<file path="config.mk">
export PLATFORM = sky130hd
export DESIGN_NAME = tx_flow_serializer
export DESIGN_NICKNAME = d
export VERILOG_FILES = /design/src/rtl/tx_fc_pkg.sv /design/src/rtl/tx_fc_sync.sv /design/src/rtl/tx_fc_gate.sv /design/src/rtl/tx_fc_frame.sv /design/src/rtl/tx_flow_serializer.sv
export SDC_FILE = /design/constraint.sdc
export NUM_CORES = 1
export LEC_CHECK = 0
export BUFFER_PORTS_ARGS = -buffer_cell sky130_fd_sc_hd__buf_2
export CAP_MARGIN = 0
export CORE_MARGIN = 5
export CORE_UTILIZATION = 38
export CTS_BUF_LIST = sky130_fd_sc_hd__clkbuf_16
export CTS_CLUSTER_DIAMETER = 50
export DETAILED_ROUTE_END_ITERATION = 10
export GPL_TIMING_DRIVEN = 0
export PLACE_DENSITY = 0.65
export SLEW_MARGIN = 20
export SYNTH_ARGS = -nofsm -noshare
export SYNTH_HDL_FRONTEND = slang
export SYNTH_SLANG_ARGS = --single-unit
</file>
<file path="constraint.sdc">
create_clock -name clk -period 2.07 [get_ports clk]
set_clock_uncertainty 0.2 [all_clocks]
set_input_delay 0.207 -clock clk [delete_from_list [all_inputs] [get_ports clk]]
set_output_delay 0.207 -clock clk [all_outputs]
set_load 0.005 [all_outputs]
</file>
<file path="src/rtl/tx_fc_pkg.sv">
package tx_fc_pkg;
  typedef enum logic [1:0] {
    ST_IDLE = 2'd0,
    ST_SEND = 2'd1,
    ST_HOLD = 2'd2
  } tx_state_e;
endpackage

</file>
<file path="src/rtl/tx_fc_sync.sv">
module tx_fc_sync #(
  parameter int STAGES = 2,
  parameter logic RESET_VAL = 1'b1
) (
  input  logic clk,
  input  logic rst_n,
  input  logic d,
  output logic q
);
  logic [STAGES-1:0] chain_q;

  generate
    if (STAGES == 1) begin : g_single
      always_ff @(posedge clk or negedge rst_n) begin
        if (!rst_n) chain_q <= {STAGES{RESET_VAL}};
        else        chain_q <= d;
      end
    end else begin : g_multi
      always_ff @(posedge clk or negedge rst_n) begin
        if (!rst_n) chain_q <= {STAGES{RESET_VAL}};
        else        chain_q <= {chain_q[STAGES-2:0], d};
      end
    end
  endgenerate

  assign q = chain_q[STAGES-1];

  // the synchronised level always equals the input from STAGES edges earlier
  generate
    if (STAGES == 2) begin : g_chk
      assert_sync_delay_R9: assert property (@(posedge clk) disable iff (!rst_n)
        $past(rst_n, 2) |-> (q == $past(d, 2)));
    end
  endgenerate
endmodule

</file>
<file path="src/rtl/tx_fc_gate.sv">
module tx_fc_gate (
  input  logic clk,
  input  logic rst_n,
  input  logic flow_en,
  input  logic cts_neg,   // synchronised, 1 = not clear to send
  input  logic at_mid,    // tick that ends the fifth bit of a data character
  input  logic in_send,   // a data character is on the line
  output logic go         // sending may start at the current boundary
);
  logic mid_ok_q;

  // midpoint sample of the character in flight
  always_ff @(posedge clk or negedge rst_n) begin
    if (!rst_n)      mid_ok_q <= 1'b1;
    else if (at_mid) mid_ok_q <= !cts_neg;
  end

  // after a data character the midpoint sample rules; otherwise the live level
  always_comb begin
    if (!flow_en)     go = 1'b1;
    else if (in_send) go = mid_ok_q;
    else              go = !cts_neg;
  end

  // a clear midpoint sample keeps the end-of-character boundary open
  assert_late_negation_R6: assert property (@(posedge clk) disable iff (!rst_n)
    (at_mid && !cts_neg) |=> (in_send && go));
endmodule

</file>
<file path="src/rtl/tx_fc_frame.sv">
module tx_fc_frame
  import tx_fc_pkg::*;
#(
  parameter int DATA_W = 8
) (
  input  logic              clk,
  input  logic              rst_n,
  input  logic              tick,
  input  logic              go,
  input  logic              in_valid,
  input  logic [DATA_W-1:0] in_data,
  output logic              in_ready,
  output logic              txd,
  output logic              hold,
  output logic              in_send,
  output logic              at_mid
);
  localparam int FRAME_LEN = DATA_W + 2;
  localparam int MID       = FRAME_LEN / 2;
  localparam int CW        = $clog2(FRAME_LEN);
  localparam logic [CW-1:0] LAST_IDX = CW'(FRAME_LEN - 1);
  localparam logic [CW-1:0] MID_IDX  = CW'(MID - 1);

  tx_state_e            st_q;
  logic [CW-1:0]        cnt_q;
  logic [FRAME_LEN-1:0] frame_q;
  logic                 boundary;
  logic                 take;

  assign boundary = (st_q == ST_IDLE) || (cnt_q == LAST_IDX);
  assign in_ready = tick && boundary && go;
  assign take     = in_ready && in_valid;
  assign in_send  = (st_q == ST_SEND);
  assign hold     = (st_q == ST_HOLD);
  assign at_mid   = tick && in_send && (cnt_q == MID_IDX);
  assign txd      = frame_q[0];

  always_ff @(posedge clk or negedge rst_n) begin
    if (!rst_n) begin
      st_q    <= ST_IDLE;
      cnt_q   <= '0;
      frame_q <= '1;
    end else if (tick) begin
      if (boundary) begin
        cnt_q <= '0;
        if (take) begin
          st_q    <= ST_SEND;
          frame_q <= {1'b1, in_data, 1'b0};
        end else begin
          st_q    <= go ? ST_IDLE : ST_HOLD;
          frame_q <= '1;
        end
      end else begin
        cnt_q   <= cnt_q + 1'b1;
        frame_q <= {1'b1, frame_q[FRAME_LEN-1:1]};
      end
    end
  end

  assert_start_bit_R2: assert property (@(posedge clk) disable iff (!rst_n)
    take |=> !txd);

  assert_ready_on_tick_R2: assert property (@(posedge clk) disable iff (!rst_n)
    in_ready |-> tick);

  assert_line_steady_R1: assert property (@(posedge clk) disable iff (!rst_n)
    !tick |=> $stable(txd));

  assert_hold_mark_R7: assert property (@(posedge clk) disable iff (!rst_n)
    hold |-> txd);

  assert_count_range_R1: assert property (@(posedge clk) disable iff (!rst_n)
    cnt_q <= LAST_IDX);

  // a character started while clear-to-send is refused never begins
  assert_no_start_refused_R5: assert property (@(posedge clk) disable iff (!rst_n)
    (tick && boundary && !go) |=> hold);
endmodule

</file>
<file path="src/rtl/tx_flow_serializer.sv">
module tx_flow_serializer #(
  parameter int DATA_W      = 8,
  parameter int SYNC_STAGES = 2
) (
  input  logic              clk,
  input  logic              rst_n,
  input  logic              baud_tick,
  input  logic              in_valid,
  input  logic [DATA_W-1:0] in_data,
  output logic              in_ready,
  input  logic              cts_n,
  input  logic              flow_en,
  output logic              txd,
  output logic              paused
);
  logic cts_neg;
  logic go;
  logic at_mid;
  logic in_send;

  tx_fc_sync #(.STAGES(SYNC_STAGES), .RESET_VAL(1'b1)) u_sync (
    .clk   (clk),
    .rst_n (rst_n),
    .d     (cts_n),
    .q     (cts_neg)
  );

  tx_fc_gate u_gate (
    .clk     (clk),
    .rst_n   (rst_n),
    .flow_en (flow_en),
    .cts_neg (cts_neg),
    .at_mid  (at_mid),
    .in_send (in_send),
    .go      (go)
  );

  tx_fc_frame #(.DATA_W(DATA_W)) u_frame (
    .clk      (clk),
    .rst_n    (rst_n),
    .tick     (baud_tick),
    .go       (go),
    .in_valid (in_valid),
    .in_data  (in_data),
    .in_ready (in_ready),
    .txd      (txd),
    .hold     (paused),
    .in_send  (in_send),
    .at_mid   (at_mid)
  );

  assert_flow_off_R4: assert property (@(posedge clk) disable iff (!rst_n)
    (!flow_en && !paused) |=> !paused);
endmodule

</file>
# == Word level (Yosys, flattened, before mapping) ==
# Cells that the tools add are included.
# op_classes
n_addsub,1
n_eq_ne,4
n_mux,7
n_reduce_logical,9
# ops
operator,count
2-to-1 mux 9 bit,2
logical AND 1 bit,5
"adder 4 x 1 -> 4 bit, second input constant",1
"equality test 4 x 3 -> 1 bit, second input constant",1
"equality test 4 bit, second input constant",1
2-to-1 mux 2 bit,2
2-to-1 mux 4 bit,1
"equality test 2 x 1 -> 1 bit, second input constant",1
"equality test 2 bit, second input constant",1
logical NOT 2 bit,1
2-to-1 mux 1 bit,2
AND reduction 2 bit,1
logical NOT 1 bit,1
logical OR 1 bit,1
# totals
ff_bits,19
in_bits,14
out_inout_bits,3
word_cells,26

# == Depth between registers and ports, before layout ==
# Gate-level depths: netlist of run 1.
# logic_depth
word_depth,7
depth_mapped,6
depth_no_buf,5

# == Cells and area by module ==
# From an unflattened synthesis of run 1, not the netlist that was laid out.
# unflattened
cells_unflattened,78
hier_area_um2,929.6
# modules_own_cells
mod,instances,cells_each,area_each_um2,seq_area_each_um2
tx_fc_frame,1,71,825.8,386.6
tx_fc_sync,1,2,52.6,52.6
tx_fc_gate,1,5,51.3,26.3

# == Worst setup path before layout of run 1 ==
# Ideal clock, no wire load.
# synth_timing
kind,reg-to-output
startpoint,register u_frame.cnt_q[1]
endpoint,output in_ready
arrival_ns,1.291
required_ns,1.663
setup_slack_ns,0.372
path_stages_with_launch,7
path_buffers,1
cell_sequence,dfrtp_1 -> inv_1 -> ha_1 -> and3b_4 -> buf_6 -> a311oi_2 -> a211oi_2
# synth_between
elab_chain_len,4
# synth_rtl
item,line,rtl
from (decl),tx_fc_frame.sv:25,logic [CW-1:0] cnt_q;
from (signal assigned),tx_fc_frame.sv:54,cnt_q <= cnt_q + 1'b1;
equality test 4 bit,tx_fc_frame.sv:30,assign boundary = (st_q == ST_IDLE) || (cnt_q == LAST_IDX);
logical OR 1 bit,tx_fc_frame.sv:30,
logical AND 1 bit (2 in a row),tx_fc_frame.sv:31,assign in_ready = tick && boundary && go;
to (decl),tx_flow_serializer.sv:10,"output logic in_ready,"
# No other way between the ends.

# == Final worst setup path of run 1 ==
# layout_timing
startpoint,register u_frame.cnt_q[0]
endpoint,output in_ready
# The elaborated chain is that of the path after synthesis.

==> metrics, run 1 <==
Required @ worst endpoint=1.66 ns; CTS tree=done; Final setup violation count=0; WP data arrival=1.56 ns; Hold Path Class=primary input to flip-flop; wire length of the first global-routing pass=4640 um; vias=938; largest cells by area after synthesis=dfstp_2, dfrtp_1, o41ai_2, a41oi_1, inv_1; startpoint types=flip-flop; Top Ports=17; number of buffers created by CTS=3; die area=4120 um^2; final wirelength=2650 um; vias in the first global route=985; port bufs=15; number of diodes=0; first-iteration detailed-routing DRC count=56; Layout Nets=153; Max-slew headroom=68.2%; Core Footprint=2780 um^2; Crit. End Element=output pin; total track usage=13.7%; DR pass1 iterations=4; top cell type's share of synthesized area=28.2%; Main synth FF type=dfstp_2; Worst-path clk slew=0.05 ns; Yosys reg bits=18; warnings from Yosys=0; synth unique cells=37; drc violations=0; max-cap viol count=0; Initial Util=40.2%; share of layout cells above drive strength 1=47.4%; Yosys top cell by area=dfstp_2; Final min period=1.96 ns; Final Max Slew Viols=0; Least-Margin Pin Slew=0.477 ns; maximum vdd drop=1.04 mV; syn avg cell area=10.7 um^2; async set-reset flop share out of synthesis=100%; synthesized area=1120 um^2; Mapped Nets=121; final-report hold violation count=0; GPL Wtd Cong=0.811; die width=64.2 um; root buffer cell=clkbuf_16; Worst-Skew Late Latency=0.25 ns; Fin Setup TNS=0 ns; Final ANT Viol Nets=0; result of the run=finished clean; Die Y=64.2 um; Final period util=94.9%; CTS Buffer Depth=2; Leak=0.657 nW; floorplan row count=19; Seq/Total Area, Yosys=41.7%; RSZ-0062 raised after global routing=false; crit-path max FO=3; clock sink count=18; Setup CP Type=flip-flop to output pin; DP HPWL=1730 um; Post-synth EDFFs=0; Max Freq=509 MHz; Avg Vias per Cell=5.65; largest net degree at the start of global routing=19; Syn Inst Count=104; most common cell in the netlist=inv_1; PwrDens=1250 nW/um^2; H-tree levels=1; initial antenna violation count=0; Congestion Overflow GR=0; Layout area overhead=29.6%; final core occ=52.0%; Synth top cells by count=inv_1, dfstp_2, a41oi_1; routed len/inst=16.0 um
==> path summary, 6_finish.rpt <==
| kind | start | end | slack [ns] | cells after the start |
|---|---|---|---|---|
| setup reg to reg | u_frame.cnt_q[0] | u_frame.st_q[0] | 0.26 | 5 |
| hold / removal | in_data[7] | u_frame.frame_q[8] | 0.002 | 3 |
| min in group asynchronous | rst_n | u_frame.cnt_q[2] | 0.23 | 2 |
| max in group asynchronous | rst_n | u_frame.frame_q[8] | 1.12 | 2 |
| hold reg to reg | u_sync.chain_q[0] | u_sync.chain_q[1] | 0.16 | 0 |
| setup / recovery | u_frame.cnt_q[0] | in_ready | 0.11 | 6 |
==> cell type report <==
type	instances	area, um^2
Multi-Input combinational cell	63	559
Buffer	9	67.6
Tap cell	31	38.8
Fill cell	256	1330
Inverter	14	52.6
Sequential cell	18	465
Timing Repair Buffer	27	185
Clock buffer	3	75.1
Clock inverter	1	3.75
==> layout by cell type, fill, tap and decap left out, drive strengths merged, types with 2 or more instances in the layout <==
| cell | n |
|---|---|
| dfrtp | 6 |
| buf | 27 |
| nand2 | 6 |
| o41ai | 7 |
| or4 | 2 |
| or2 | 7 |
| a41oi | 8 |
| nand3 | 2 |
| clkbuf | 4 |
| nor2 | 2 |
| o22ai | 2 |
| inv | 14 |
| ha | 3 |
| o21ai | 4 |
| dlygate4sd3 | 8 |
| dfstp | 12 |
| nor2b | 3 |
==> worst max-delay path: stages, from the launching register on <==
cell      delay (ns)
dfrtp_1         0.41
ha_4            0.17
and3b_4         0.19
buf_8           0.12
a311oi_4        0.22
a211oi_2        0.06
buf_2           0.13
==> kinds of logic (layout without fill, tap and decap cells) <==
family / Yosys count / after routing / share of synthesized area [%]
AO/OA/AOI/OAI: 30 / 30 / 27.5
AND/OR/NAND/NOR: 28 / 28 / 15.1
buffers and inverters: 23 / 54 / 10.4
flip-flops: 18 / 18 / 41.7
adder cells (fa/ha/maj): 3 / 3 / 3.36
multiplexers: 2 / 2 / 1.90
==> flip-flops by register name (all words and copies together) (netlist names) <==
name and count:
u_frame.cnt_q 4, u_frame.frame_q 9, u_frame.st_q 2, u_gate.mid_ok_q 1, u_sync.chain_q 2
==> repair_timing <==
item / in CTS / in global routing
hold endpoints to repair: 13 / 0
endpoints found under the setup margin: 1 / 1
setup buffers: 4 / 0
pin swaps: 1 / 2
resized for setup: 3 / 2
hold buffers: 8 / 0
==> power breakdown <==
group          switching [mW]  internal [mW]  total [mW]
combinational           0.397          0.377       0.775
sequential             0.0998          0.542       0.642
clock                   0.135          0.257       0.392
==> metal layers <==
metal,GRT usage (%),vias up,share of wire [%]
met5,0,-,0
met4,0.763,0,0.15
met3,4.20,2,6.0
met2,23.5,29,49
met1,17.8,458,45
li1,-,449,-
==> per-stage QoR <==
stage | worst slack, ns | area, um^2 | power, mW | hold slack (ns) | instances
2_1_floorplan | 0.372 | 1120 | 1.14 | -0.289 | 104
3_3_place_gp | 0.174 | 1230 | 1.29 | -0.0403 | 150
3_5_place_dp | 0.0985 | 1230 | 1.32 | -0.0325 | 150
4_1_cts | 0.0376 | 1430 | 1.79 | 0.00104 | 166
5_1_grt | 0.0258 | 1450 | 1.94 | 0.0157 | 166
6_report | 0.107 | 1450 | 1.81 | 0.00214 | 166
No activity file was read; power rests on OpenSTA's default activity.
==> inputs of run 2 (changes only) <==
Settings changed: CORE_UTILIZATION 38 to 40, GPL_ROUTABILITY_DRIVEN set to 0, PLACE_DENSITY 0.65 to unset.
==> metrics, run 2 (synthesized netlist as in run 1, its figures left out) <==
Top reg by flops=u_frame.frame_q; routed len/inst=15.1 um; share of layout cells above drive strength 1=48.5%; H-tree levels=1; Die Y=62.9 um; Final Non-Filler Cells=167; Final Max Slew Viols=0; largest net degree at the start of global routing=19; DR pass1 iterations=6; Hold Path Class=primary input to flip-flop; Final Instance Area=1450 um^2; Final min period=2.00 ns; final hold slack=-0.00204 ns; clock sink count=18; Max-slew headroom=67.9%; failing checks=negative hold slack; max-cap viol count=0; placed insts=150; PwrDens=1240 nW/um^2; floorplan row count=19; Least-Margin Pin Slew=0.482 ns; CTS Buffer Depth=2; Final setup violation count=0; WP data arrival=1.60 ns; kind of cell adding the most delay to the critical path=flip-flops; first-iteration detailed-routing DRC count=71; startpoint types=flip-flop; number of buffers created by CTS=3; Layout Nets=154; Required @ worst endpoint=1.66 ns; pre-CTS setup slack=0.132 ns; wire length of the first global-routing pass=4110 um; Initial Util=41.2%; Congestion Overflow GR=0; RSZ-0062 raised after global routing=false; Crit. End Element=output pin; Setup CP Type=flip-flop to output pin; port bufs=15; die area=3950 um^2; DP HPWL=1660 um; Worst-path clk slew=0.06 ns; max reg flops=9; final wirelength=2520 um; leading cell type in the layout, fill and taps excluded=buf_2; drc violations=0; Fillers=261; slowest CP cell=dfrtp_2; Core Footprint=2710 um^2; Tot Pwr=1.79 mW; maximum vdd drop=0.994 mV; Final period util=96.9%; Leak=0.660 nW; crit-path max FO=4; most frequent cells in the layout=buf_2, inv_1, dfstp_2; crit-path max cell delay=0.43 ns; Avg Vias per Cell=5.40; DP Area=1230 um^2; Fin Setup TNS=0 ns; vias=901; Final ANT Viol Nets=0; Largest regs=u_frame.frame_q: 9 flops, u_frame.cnt_q: 4 flops; Layout area overhead=29.3%; vias in the first global route=855; final core occ=53.3%; Buf+Inv Stages, Crit Path=2; Max Freq=499 MHz; CTS tree=done; final-report hold violation count=2; total track usage=13.2%; Worst-Skew Late Latency=0.25 ns; Top Ports=17; result of the run=complete, but fails checks; root buffer cell=clkbuf_16; number of diodes=0; setup ws final=0.0652 ns; initial antenna violation count=0; CP cell instances=ha_4, and3b_4, buf_8, a311oi_2, a211oi_2, buf_2; die width=62.9 um
==> run 2: cell types whose count changed in the layout (fill, tap and decap cells not counted), sizes merged <==
cell / previous run / this run
buf: 27 / 28
==> run 2: worst reg2reg max path, cell delays in order, from the launching register on <==
cell,delay [ns]
dfrtp_2,0.43
ha_4,0.17
and3b_4,0.19
buf_4,0.15
o21ai_1,0.25
mux2_2,0.38
==> run 2: area by class of cell <==
| type | instances | area, um^2 | area share [%] |
|---|---|---|---|
| timing repair buffer | 28 | 193 | 13.3 |
| buffer | 9 | 67.6 | 4.68 |
| clock inverter | 1 | 3.75 | 0.260 |
| clock buffer | 3 | 75.1 | 5.19 |
| sequential | 18 | 467 | 32.3 |
| inverter | 14 | 52.6 | 3.64 |
| tap | 31 | 38.8 | 2.68 |
| multi-input combinational | 63 | 548 | 37.9 |
==> run 2: worst paths after layout <==
| kind | startpoint | endpoint | slack [ns] | cells after the start |
|---|---|---|---|---|
| worst min-delay path | in_data[0] | u_frame.frame_q[1] | -0.002 | 3 |
| max in group asynchronous | rst_n | u_gate.mid_ok_q | 1.13 | 2 |
| worst max-delay path | u_frame.cnt_q[0] | in_ready | 0.07 | 6 |
| worst max register to register | u_frame.cnt_q[0] | u_frame.st_q[0] | 0.20 | 5 |
| min in group asynchronous | rst_n | u_frame.cnt_q[2] | 0.21 | 2 |
| worst min register to register | u_sync.chain_q[0] | u_sync.chain_q[1] | 0.15 | 0 |
==> run 2: routing by layer <==
metal  vias up  GRT usage (%)  routed length, um
li1        447              -                  -
met1       430           16.3               1100
met2        20           21.5               1240
met3         4           3.60                136
met4         0           5.57                 44
met5         -              0                  0
==> run 2: where the power goes <==
group	internal, mW	leakage, nW	switching, mW
Sequential	0.544	0.194	0.0987
Combinational	0.381	0.427	0.378
Clock	0.257	0.0385	0.135
==> run 2: repair_timing <==
action	4_1_cts	5_1_grt
hold buffers	8	0
pin swaps	0	1
resized for setup	3	2
endpoints found under the hold margin	13	0
buffers inserted	3	2
endpoints found under the setup margin	1	1
==> inputs of run 3 (changes only) <==
--- a/config.mk
+++ b/config.mk
@@ -7,2 +7,3 @@
 export LEC_CHECK = 0
+export ABC_AREA = 1
 export BUFFER_PORTS_ARGS = -buffer_cell sky130_fd_sc_hd__buf_2
@@ -16,3 +17,3 @@
 export GPL_TIMING_DRIVEN = 0
-export SLEW_MARGIN = 20
+export SLEW_MARGIN = 10
 export SYNTH_ARGS = -nofsm -noshare
--- a/constraint.sdc
+++ b/constraint.sdc
@@ -4,2 +4,2 @@
 set_output_delay 0.207 -clock clk [all_outputs]
-set_load 0.005 [all_outputs]
+set_load 0.05 [all_outputs]
==> metrics, run 3 <==
synthesized area=971 um^2; vias in the first global route=832; largest net degree at the start of global routing=19; most frequent cells in the layout=nand2_1, inv_1, buf_2; number of buffers created by CTS=3; Post-synth EDFFs=0; top cell type's share of synthesized area=32.5%; Hold Path Class=primary input to flip-flop; die area=3510 um^2; Fillers=230; DR pass1 iterations=4; crit-path max FO=3; Leak=0.621 nW; Mapped Nets=137; largest cells by area after synthesis=dfstp_2, dfrtp_1, nand2_1, inv_1, nand4_1; Syn Inst Count=120; Die Y=59.3 um; RSZ-0062 raised after global routing=false; Final period util=94.9%; CTS tree=done; H-tree levels=1; Final Non-Filler Cells=169; Layout area overhead=22.2%; Multi-input gate area=387 um^2; max reg flops=9; synth unique cells=24; number of diodes=0; PwrDens=1310 nW/um^2; vias=789; initial antenna violation count=0; Fin Setup TNS=0 ns; Largest regs=u_frame.frame_q: 9 flops, u_frame.cnt_q: 4 flops; placed insts=163; Max-slew headroom=72.7%; result of the run=finished clean; startpoint types=flip-flop; met3 GRT Util=2.83%; Seq/Total Area, Yosys=47.9%; Worst-path clk slew=0.05 ns; clock sink count=18; syn avg cell area=8.09 um^2; Congestion Overflow GR=0; final wirelength=1980 um; Crit. End Element=output pin; most common cell in the netlist=nand2_1; final hold slack=0.0586 ns; Avg Vias per Cell=4.67; Final Max Slew Viols=0; final-report hold violation count=0; Setup CP Type=flip-flop to output pin; Layout Nets=160; die width=59.3 um; final core occ=52.6%; Top reg by flops=u_frame.frame_q; Final Instance Area=1190 um^2; Core Footprint=2250 um^2; Initial Util=43.1%; Required @ worst endpoint=1.66 ns; floorplan row count=17; max-cap viol count=0; global-route met2 utilization=21.7%; first-iteration detailed-routing DRC count=20; async set-reset flop share out of synthesis=100%; total track usage=13.5%; share of layout cells above drive strength 1=29.1%; storage element area=465 um^2; Synth top cells by count=nand2_1, inv_1, dfstp_2; Yosys reg bits=18; drc violations=0; port bufs=15; DP Area=1080 um^2; Main synth FF type=dfstp_2; Final ANT Viol Nets=0; warnings from Yosys=0; WP data arrival=1.56 ns; root buffer cell=clkbuf_16; routed len/inst=11.7 um; CTS Buffer Depth=2; leading cell type in the layout, fill and taps excluded=nand2_1; wire length of the first global-routing pass=3560 um; Worst-Skew Late Latency=0.25 ns; DP HPWL=1400 um; Least-Margin Pin Slew=0.410 ns; GR peak layer=met2; Yosys top cell by area=dfstp_2; Final min period=1.97 ns; Final setup violation count=0; maximum vdd drop=0.717 mV; grt met1 use=16.6%; Max Freq=509 MHz; Top Ports=17
run 3: cell count changes after synthesis, moves of 3 or more:
cell | previous run | this run
nand4_1 | 1 | 8
nand3_1 | 2 | 7
nor2b_1 | 3 | 0
or2_2 | 7 | 2
clkinv_1 | 0 | 3
nor2_1 | 2 | 5
buf_4 | 3 | 0
inv_1 | 13 | 21
o41ai_2 | 7 | 0
a41oi_1 | 8 | 0
o21ai_0 | 0 | 6
nand2_1 | 6 | 29
run 3: kinds of logic (layout without fill, tap and decap cells):
| kind of cell | Yosys count | after routing | share of synthesized area [%] |
|---|---|---|---|
| buf+inv | 29 | 50 | 12.2 |
| simple gates | 56 | 56 | 26.8 |
| flops | 18 | 18 | 47.9 |
| compound gates | 12 | 12 | 7.35 |
| fa+ha+maj | 3 | 3 | 3.87 |
| xor+xnor | 2 | 2 | 1.80 |
run 3: layout make-up:
type	count	share of cell area (%)
Buffer	3	1.79
Clock buffer	3	6.33
Inverter	26	8.23
Multi-Input combinational cell	73	32.6
Sequential cell	18	39.2
Tap cell	28	2.95
Timing Repair Buffer	18	8.86
run 3: worst paths after layout:
path | start | end | slack [ns] | cells after the start
worst min-delay path | in_data[1] | u_frame.frame_q[2] | 0.06 | 5
worst min register to register | u_sync.chain_q[0] | u_sync.chain_q[1] | 0.16 | 0
max in group asynchronous | rst_n | u_gate.mid_ok_q | 1.11 | 2
min in group asynchronous | rst_n | u_frame.cnt_q[1] | 0.23 | 2
worst max register to register | u_frame.cnt_q[1] | u_frame.frame_q[5] | 0.42 | 8
worst max-delay path | u_frame.cnt_q[1] | in_ready | 0.10 | 6
run 3: power by group:
group	switching [mW]	total [mW]	internal [mW]
Combinational	0.371	0.570	0.199
Clock	0.123	0.377	0.254
Sequential	0.0798	0.602	0.522
Total	0.574	1.55	0.975
run 3: metrics by stage:
stage	total power [mW]	setup slack, ns
floorplan	1.02	0.298
global placement	1.14	0.226
detailed placement	1.15	0.214
CTS	1.57	0.0863
global route	1.67	0.0324
finish	1.55	0.105
run 3: worst max-delay path: stages (launching register included):
cell and delay [ns]:
dfrtp_1 0.40, inv_1 0.10, ha_1 0.15, nand3_1 0.16, nand2_2 0.13, and3_1 0.18
buf_4 0.20
run 3: what timing repair did:
| item | CTS | global route |
|---|---|---|
| endpoints found under the hold margin | 7 | 0 |
| setup endpoints to repair | 1 | 0 |
| buffers inserted | 1 | 0 |
| hold buffers | 2 | 0 |
| gates resized for setup | 1 | 0 |
run 3: layer usage:
layer  part of all wire (%)  vias to the layer above
met5                      0                        -
met4                    1.7                        0
met1                     46                      355
li1                       -                      419
met2                     49                       11
met3                    3.4                        4
